### config.mk
export PLATFORM = sky130hd
export DESIGN_NAME = thr_alert_top
export DESIGN_NICKNAME = d
export VERILOG_FILES = /design/src/rtl/thr_alert_pkg.sv /design/src/rtl/thr_limit_regs.sv /design/src/rtl/thr_classify.sv /design/src/rtl/thr_alert_top.sv
export SDC_FILE = /design/constraint.sdc
export NUM_CORES = 1
export LEC_CHECK = 0
export CAP_MARGIN = 20
export CORE_MARGIN = 8
export CORE_UTILIZATION = 46
export DETAILED_ROUTE_END_ITERATION = 12
export PLACE_DENSITY = 0.78
export SYNTH_ARGS = -nofsm -noshare
export SYNTH_HDL_FRONTEND = slang
export SYNTH_SLANG_ARGS = --single-unit
### constraint.sdc
create_clock -name clk -period 3.65 [get_ports clk]
set_input_delay 1.095 -clock clk [delete_from_list [all_inputs] [get_ports clk]]
set_output_delay 1.095 -clock clk [all_outputs]
set_load 0.005 [all_outputs]
### src/rtl/thr_alert_pkg.sv
package thr_alert_pkg;
  localparam int FRAME_W   = 32;
  localparam int VAL_LSB   = 11;
  localparam int VAL_W     = 12;
  localparam int CH_LSB    = 23;
  localparam int CH_W      = 4;
  localparam int TH_W      = 8;
  localparam int N_LIMITS  = 4;
  localparam int LAST_CELL = 5;

  typedef enum logic [1:0] {
    LIM_CELL_HI = 2'd0,
    LIM_CELL_LO = 2'd1,
    LIM_AUX_HI  = 2'd2,
    LIM_AUX_LO  = 2'd3
  } lim_sel_e;

  typedef struct packed {
    logic            fire;
    logic            rising;
    logic            aux;
    logic [CH_W-1:0] chan;
  } evt_t;
endpackage

### src/rtl/thr_limit_regs.sv
module thr_limit_regs #(
  parameter int TH_W = 8,
  parameter int WD_W = 16,
  parameter int NLIM = 4
) (
  input  logic                    clk,
  input  logic                    rst,
  input  logic                    we,
  input  logic [$clog2(NLIM)-1:0] addr,
  input  logic [WD_W-1:0]         wdata,
  output logic [NLIM-1:0][TH_W-1:0] lim
);
  localparam logic [WD_W-1:0] TH_MAX = WD_W'((1 << TH_W) - 1);

  logic [TH_W-1:0] sat;

  always_comb begin
    if (wdata[WD_W-1])       sat = '0;
    else if (wdata > TH_MAX) sat = '1;
    else                     sat = wdata[TH_W-1:0];
  end

  for (genvar i = 0; i < NLIM; i++) begin : g_lim
    localparam logic [TH_W-1:0] RST_VAL = (i % 2 == 0) ? {TH_W{1'b1}} : {TH_W{1'b0}};
    always_ff @(posedge clk) begin
      if (rst)                     lim[i] <= RST_VAL;
      else if (we && addr == i)    lim[i] <= sat;
    end
  end

  AST_HI_RESET: assert property (@(posedge clk) $past(rst) |-> (lim[0] == '1 && lim[2] == '1 && lim[1] == '0 && lim[3] == '0));
  AST_NEG_CLAMP: assert property (@(posedge clk) disable iff (rst) ($past(we) && $past(wdata[WD_W-1])) |-> lim[$past(addr)] == '0);
  AST_HOLD_NO_WRITE: assert property (@(posedge clk) disable iff (rst) (!$past(we) && !$past(rst)) |-> $stable(lim));
endmodule

### src/rtl/thr_classify.sv
module thr_classify
  import thr_alert_pkg::*;
#(
  parameter int FW   = FRAME_W,
  parameter int TW   = TH_W
) (
  input  logic          valid,
  input  logic          crc_err,
  input  logic [FW-1:0] frame,
  input  logic [TW-1:0] cell_hi,
  input  logic [TW-1:0] cell_lo,
  input  logic [TW-1:0] aux_hi,
  input  logic [TW-1:0] aux_lo,
  output evt_t          evt
);
  logic [CH_W-1:0]  ch;
  logic [VAL_W-1:0] val;
  logic             is_aux;
  logic [VAL_W-1:0] hi_ext, lo_ext;
  logic             over, under;

  always_comb begin
    ch     = frame[CH_LSB +: CH_W];
    val    = frame[VAL_LSB +: VAL_W];
    is_aux = (ch > CH_W'(LAST_CELL));
    hi_ext = VAL_W'(is_aux ? aux_hi : cell_hi);
    lo_ext = VAL_W'(is_aux ? aux_lo : cell_lo);
    over   = (val >= hi_ext);
    under  = (val <= lo_ext);
    evt.fire   = valid && !crc_err && (over || under);
    evt.rising = over;
    evt.aux    = is_aux;
    evt.chan   = ch;
  end
endmodule

### src/rtl/thr_alert_top.sv
module thr_alert_top
  import thr_alert_pkg::*;
#(
  parameter int WD_W = 16
) (
  input  logic               clk,
  input  logic               rst,
  input  logic               frame_valid,
  input  logic [FRAME_W-1:0] frame_data,
  input  logic               frame_crc_err,
  input  logic               cfg_we,
  input  logic [1:0]         cfg_addr,
  input  logic [WD_W-1:0]    cfg_wdata,
  output logic               evt_valid,
  output logic               evt_rising,
  output logic               evt_aux,
  output logic [CH_W-1:0]    evt_chan
);
  logic [N_LIMITS-1:0][TH_W-1:0] lim;
  evt_t nxt;

  thr_limit_regs #(.TH_W(TH_W), .WD_W(WD_W), .NLIM(N_LIMITS)) u_regs (
    .clk(clk), .rst(rst), .we(cfg_we), .addr(cfg_addr),
    .wdata(cfg_wdata), .lim(lim)
  );

  thr_classify #(.FW(FRAME_W), .TW(TH_W)) u_cls (
    .valid(frame_valid), .crc_err(frame_crc_err), .frame(frame_data),
    .cell_hi(lim[LIM_CELL_HI]), .cell_lo(lim[LIM_CELL_LO]),
    .aux_hi(lim[LIM_AUX_HI]), .aux_lo(lim[LIM_AUX_LO]),
    .evt(nxt)
  );

  always_ff @(posedge clk) begin
    if (rst) begin
      evt_valid  <= 1'b0;
      evt_rising <= 1'b0;
      evt_aux    <= 1'b0;
      evt_chan   <= '0;
    end else begin
      evt_valid  <= nxt.fire;
      evt_rising <= nxt.rising;
      evt_aux    <= nxt.aux;
      evt_chan   <= nxt.chan;
    end
  end

  AST_EVT_NEEDS_FRAME: assert property (@(posedge clk) disable iff (rst) evt_valid |-> $past(frame_valid));
  AST_CRC_DROP: assert property (@(posedge clk) disable iff (rst) ($past(frame_valid) && $past(frame_crc_err)) |-> !evt_valid);
  AST_CHAN_ECHO: assert property (@(posedge clk) disable iff (rst) evt_valid |-> evt_chan == $past(frame_data[CH_LSB +: CH_W]));
  AST_AUX_CLASS: assert property (@(posedge clk) disable iff (rst) evt_valid |-> (evt_aux == (evt_chan > CH_W'(LAST_CELL))));
  AST_RESET_QUIET: assert property (@(posedge clk) $past(rst) |-> !evt_valid);
endmodule

# --- After elaboration in Yosys (flattened, before gate mapping) ---
# Index checks and enable logic that the tools add are counted.
op_classes:
  bitwise_logic: 0
  n_reduce_logical: 9
  div: 0
  n_mul: 0
  n_eq_ne: 3
  magnitude_cmp: 4
  n_shift: 0
  n_mux: 4
  addsub: 0
op_table:
  columns: ["op", "count"]
  rows:
  - ["two-way mux 8 bit", 4]
  - ["greater-than comparator 16 x 8 -> 1 bit, second input constant", 1]
  - ["greater-or-equal comparator 12 bit", 1]
  - ["<= comparator 12 bit", 1]
  - ["logical AND 1 bit", 6]
  - ["equality test 2 bit, second input constant", 2]
  - ["greater-than comparator 4 x 3 -> 1 bit, second input constant", 1]
  - ["equality test 2 x 1 -> 1 bit, second input constant", 1]
  - ["zero test 2 bit", 1]
  - ["zero test 1 bit", 1]
  - ["logical OR 1 bit", 1]
totals:
  ramBits: 0
  latch_bits: 0
  romBits: 0
  out_inout_bits: 7
  register_bits: 39
  n_memories: 0

# --- Depth between registers and ports, before layout ---
# Gate-level depths: netlist of the first run.
depth:
  depth_word: 5
  mapped_depth: 9

# --- Cells and area by module ---
# Synthesis of the first run repeated with hierarchy kept, for this count alone.
unflattened:
  cells_unflattened: 207
  area_unflattened_um2: 2020.7
by_module_without_submodules:
  columns: ["mod", "cells_per_inst", "area_per_inst_um2", "n_inst"]
  rows:
  - ["thr_limit_regs", 125, 1236.2, 1]
  - ["thr_classify", 68, 600.6, 1]
  - ["thr_alert_top", 14, 183.9, 1]

# --- Worst setup path after synthesis of the first run ---
# No wires, ideal clock.
synth_timing:
  kind: "in2reg"
  start: "input port frame_data[24]"
  end: "register evt_valid"
  path_stages: 8
  setup_time_ns: 0.134
  arrival_time_ns: 3.058
  setup_slack_ns: 0.458
  path_cell_list: "a21oi_1 buf_2 mux2i_1 ha_1 a211oi_1 nor2_1 nor4_1 a31oi_1"
synth_via:
  elab_chain_cells: 5
synth_rtl:
  columns: ["element", "line_no", "source"]
  rows:
  - ["start, declared", "thr_alert_top.sv:9", "input logic [FRAME_W-1:0] frame_data,"]
  - ["greater-than comparator 4 x 3 -> 1 bit *", "thr_classify.sv:25", "is_aux = (ch > CH_W'(LAST_CELL));"]
  - ["two-way mux 8 bit, on equally long branches", "thr_classify.sv:26, thr_classify.sv:27", null]
  - ["greater-or-equal comparator 12 bit or <= comparator 12 bit (tied branches)", "thr_classify.sv:28, thr_classify.sv:29", null]
  - ["logical OR 1 bit *", "thr_classify.sv:30", "evt.fire = valid && !crc_err && (over || under);"]
  - ["logical AND 1 bit *", "thr_classify.sv:30", null]
  - ["end signal, assigned", "thr_alert_top.sv:41", "evt_valid <= nxt.fire;"]
  - ["end, declared", "thr_alert_top.sv:14", "output logic evt_valid,"]
# Mark *: on every way between the ends. The rest lies on a longest branch, timed or not.
# A chain may end at the register's enable or synchronous reset.

# --- Worst setup path in the final report of the first run ---
# Same ends and word-level chain as after synthesis.

==> metrics.txt, run 1 <==
port buffer count 45; startpoint types input pin; Slew Viols, Final 0; critical path peak fanout 11; Num CTS Buffers 5; power per standard cell area approximately 360 nW/um^2; Peak VDD IR 155 uV; gr ovfl total 0; height of the die 82.2 um; status completed; io pins 62; Nets around 330; Final Cycle Share 0.853; worst-case headroom to the max-slew limit 0.598; Crit path arrival time around 3.3 ns; post_cts resized 0; DRT iter0 DRCs just under 60; Post-Syn Instances between 200 and 250; final instance area 2610 sq um; routed wire length roughly 4500 um; largest net degree at the start of global routing 40; Syn. warnings 0; synthesized flop and latch total 39; Final ANT Viol Nets 0; clock latency on the worst-skew pair roughly 0.30 ns; Synth area leaders dfxtp_1 (39%), mux2i_1 (15%), ha_1 (9.9%), nor2_1 (8.9%), a211o_1 (6.9%); first-pass GRT wire length 7510 um; Util after Layout 0.607; Final setup viols 0; final hold viol count 0; largest area contributor in the netlist dfxtp_1; std cell rows 24; DRC 0; syn nets ~280; Vias approximately 1700; nature of the critical path endpoint flop; RSZ-0062 raised after global routing no; die area between 6000 and 7000 sq um; Final Critical Period ~3.1 ns; Distinct cells, synth 27; layout cells sized above 1 0.0856; Fin Clk Skew between 0.007 and 0.008 ns; HPWL after DPL 3440 um; Req. time, crit path about 3.8 ns; Post-DP Area roughly 2500 sq um; sequential share of the synthesized area 0.387; H-Tree Depth 2; # diodes 0; Longest Clk Path Bufs 2; post-DR wirelength/cell between 10 and 15 um; Fillers 393; Avg Cell Area, Syn 9.51 sq um; initial antenna violation count 0; clock transition at the registers of the reported paths around 0.08 ns; vias in the first global route ~1700; worst-margin pin slew 0.601 ns; hold slack final 0.467 ns; Final Power 0.000934 W; Max Clk Rate 0.321 GHz; CTS tree built; post-synth top area share 0.387; Max-Cap Viols 0; P&R area growth vs syn 29.3%; Clock Sink Count 39; root buf cell clkbuf_8; static leakage 1.11 nW; Hold-fix buffers, CTS 0; Cell Area, Synth 2020 sq um; global-route usage over all layers 0.143; GP Congestion between 0.8 and 0.9; Post-CTS Setup Inserts 0; starting density of the core 0.470; type of the worst setup path input pin to flop; length of the first detailed-routing pass in iterations 4; Worst Hold Class flop to flop; Die W 82.2 um; post-route setup TNS 0 ns; vias per std cell roughly 5.4; core area about 4300 sq um
==> flip-flops by register name, indices dropped and copies added (netlist names) <==
signal / cells
evt_valid: 1
evt_rising: 1
evt_chan: 4
evt_aux: 1
u_regs.lim: 32
==> metal layers <==
layer,wire [um],track usage,up-vias
met1,2010,0.159,771
li1,-,-,837
met5,0,0,-
met2,2080,0.243,46
met4,110,0.0632,0
met3,313,0.0455,11
==> cell usage after synthesis (all sizes together) <==
master / count
nor2: 48
dfxtp: 39
mux2i: 30
a211o: 16
ha: 16
nor3: 9
or2: 9
buf: 6
clkbuf: 6
a211oi: 4
nor2b: 4
o21ai: 4
nand4: 3
or4: 3
a21oi: 2
mux2: 2
nand2b: 2
nand3: 2
nand3b: 2
a31oi: 1
inv: 1
nand2: 1
nor4: 1
or3b: 1
==> layout make-up <==
class	count	area, sq um	share of cell area
multi-input combinational	160	1180	0.452
sequential	39	781	0.299
clock buffer	8	100	0.0384
timing repair buffer	49	480	0.184
tap	52	65.1	0.0250
inverter	1	3.75	0.00144
==> power breakdown <==
part	switching [W]	internal (W)	total, W
combinational	0.0000684	0.0000888	0.000157
sequential	0.00000903	0.000445	0.000454
clock	0.000150	0.000172	0.000323
==> per-stage QoR <==
step	std cells	setup WS [ns]
floorplan	212	0.458
global placement	301	0.269
detailed placement	301	0.258
CTS	309	0.544
global route	309	0.350
finish	309	0.537
==> cell families (layout without fill, tap and decap cells) <==
logic type,Yosys count,in the layout,synth area share
flip-flops,39,39,0.387
buffers and inverters,13,58,0.0310
AND/OR/NAND/NOR,85,85,0.220
multiplexers,32,32,0.160
adder cells (fa/ha/maj),16,16,0.0993
AO/OA/AOI/OAI,27,27,0.102
==> cell usage in the layout (no fill, tap or decap), drive strengths merged, types with 3 or more instances in the layout <==
| master | count |
|---|---|
| nor3 | 9 |
| nand4 | 3 |
| a211o | 16 |
| nor2 | 48 |
| clkbuf | 8 |
| ha | 16 |
| dfxtp | 39 |
| o21ai | 4 |
| mux2i | 30 |
| or2 | 9 |
| nor2b | 4 |
| clkdlybuf4s50 | 45 |
| buf | 4 |
| a211oi | 4 |
| or4 | 3 |
==> worst paths after layout <==
kind | startpoint | to | slack [ns] | cells after the start
setup / recovery | frame_data[24] | evt_valid | 0.54 | 9
hold / removal | u_regs.lim[21] | u_regs.lim[21] | 0.47 | 1
setup reg to reg | u_regs.lim[16] | evt_valid | 1.85 | 7
hold reg to reg | u_regs.lim[21] | u_regs.lim[21] | 0.47 | 1
==> worst max-delay path, cell delays in order <==
cell and delay, ns:
clkdlybuf4s50_1 0.44, a21oi_2 0.25, buf_4 0.28, mux2i_1 0.23, ha_1 0.25, nor2_1 0.13, a211oi_1 0.06, nor4_1 0.40
a31oi_1 0.14
Power figures use the tool's default switching activity.
==> run 2, diff against run 1 <==
Settings changed: CORE_UTILIZATION 46 to 45, PLACE_DENSITY 0.78 to 0.76, SKIP_CTS_REPAIR_TIMING set to 1.
==> metrics.txt, run 2 (same netlist as run 1, synthesis figures left out) <==
status completed; nature of the critical path endpoint flop; root buf cell clkbuf_8; static leakage about 1.1 nW; critical path peak fanout 6; P&R area growth vs syn 29.4%; DR WL met3 roughly 220 um; Slew Viols, Final 0; Reg area just under 800 sq um; post-DR wirelength/cell 14.8 um; RSZ-0062 raised after global routing no; Crit path arrival time 3.45 ns; Final Critical Period between 3 and 4 ns; largest net degree at the start of global routing 40; Fin Clk Skew roughly 0.0063 ns; Vias roughly 1700; global-route usage over all layers 0.140; layout cells sized above 1 0.0930; routed wire length between 4000 and 5000 um; H-Tree Depth 2; # diodes 0; io pins just over 60; DRT iter0 DRCs around 120; Final setup viols 0; port buffer count 45; gr ovfl total 0; Max-Cap Viols 0; height of the die 83.0 um; Util after Layout 0.604; length of the first detailed-routing pass in iterations 4; Die W just over 80 um; Peak VDD IR 212 uV; routed wl met2 2130 um; most frequent cells in the layout nor2_1 (48), clkdlybuf4s50_1 (45), dfxtp_1 (39); first-pass GRT wire length 7990 um; std cell rows 24; Final Cycle Share 0.883; Max Clk Rate approximately 0.31 GHz; Req. time, crit path ~3.9 ns; HPWL after DPL between 3000 and 4000 um; starting density of the core 0.466; Nets around 330; Worst Hold Class flop to flop; vias per std cell between 5 and 6; startpoint types input pin; clock latency on the worst-skew pair 0.29 ns; core area between 4000 and 5000 sq um; worst-margin pin slew 0.609 ns; most common cell after layout, fill and taps aside nor2_1; Fillers just under 400; post-place setup slack 0.161 ns; top routing layer in use met4; Longest Clk Path Bufs 2; GP Congestion 0.776; Num CTS Buffers 5; area of the multi-input gates between 1000 and 1500 sq um; die area approximately 6900 sq um; Final Power between 0.0009 and 0.001 W; worst-case headroom to the max-slew limit 0.593; max FFs per register 32; WL met1 2150 um; CTS tree built; clock transition at the registers of the reported paths roughly 0.080 ns; final hold viol count 0; post-route setup TNS 0 ns; PnR worst setup slack between 0.4 and 0.5 ns; largest registers u_regs.lim (32), evt_chan (4); Final ANT Viol Nets 0; final std cells w/o fill a little over 300; Clock Sink Count 39; DRC 0; power per standard cell area 349 nW/um^2; type of the worst setup path input pin to flop; Reg with most FFs u_regs.lim; initial antenna violation count 0; vias in the first global route approximately 1700; placed cells between 300 and 400
==> run 2: changes by cell type in the layout (fill, tap and decap cells not counted) <==
cell,change
clkbuf_1,-1
buf_4,+2
clkbuf_8,-1
clkinv_2,+1
==> run 2: path summary, 6_finish.rpt <==
| kind | from | to | slack [ns] | cells after the start |
|---|---|---|---|---|
| setup / recovery | frame_data[24] | evt_valid | 0.43 | 10 |
| hold / removal | u_regs.lim[23] | u_regs.lim[23] | 0.47 | 1 |
| setup reg to reg | u_regs.lim[0] | evt_valid | 1.88 | 8 |
| hold reg to reg | u_regs.lim[23] | u_regs.lim[23] | 0.47 | 1 |
==> run 2: per-stage QoR <==
step | instance area (sq um) | hold WS [ns]
finish | 2610 | 0.467
global route | 2610 | 0.488
CTS | 2610 | 0.466
detailed placement | 2520 | 0.450
global placement | 2520 | 0.441
floorplan | 2020 | 0.430
==> run 2: report_power, final <==
part           total, W  switching (W)  internal (W)
registers      0.000453     0.00000860      0.000445
clock network  0.000299       0.000150      0.000148
logic          0.000159      0.0000685     0.0000902
total          0.000911       0.000227      0.000683
==> run 2: worst max-delay path, stage by stage <==
cell,delay [ns]
clkdlybuf4s50_1,0.45
a21oi_2,0.35
buf_4,0.24
mux2i_1,0.22
ha_1,0.27
a211oi_1,0.24
nor2_1,0.08
nor3_1,0.26
o21ai_1,0.11
a31oi_1,0.13
==> run 2: layout make-up <==
| class | instances | area share |
|---|---|---|
| clock buffers | 6 | 0.0316 |
| clock inverters | 1 | 0.00192 |
| inverters | 1 | 0.00144 |
| multi-input cells | 160 | 0.451 |
| flip-flops and latches | 39 | 0.299 |
| well taps | 52 | 0.0249 |
| repair buffers | 51 | 0.190 |
==> run 2: layer usage <==
metal / global-route usage / vias to the layer above
li1: - / 848
met1: 0.163 / 761
met2: 0.227 / 47
met3: 0.0479 / 5
met4: 0.0575 / 0
met5: 0 / -
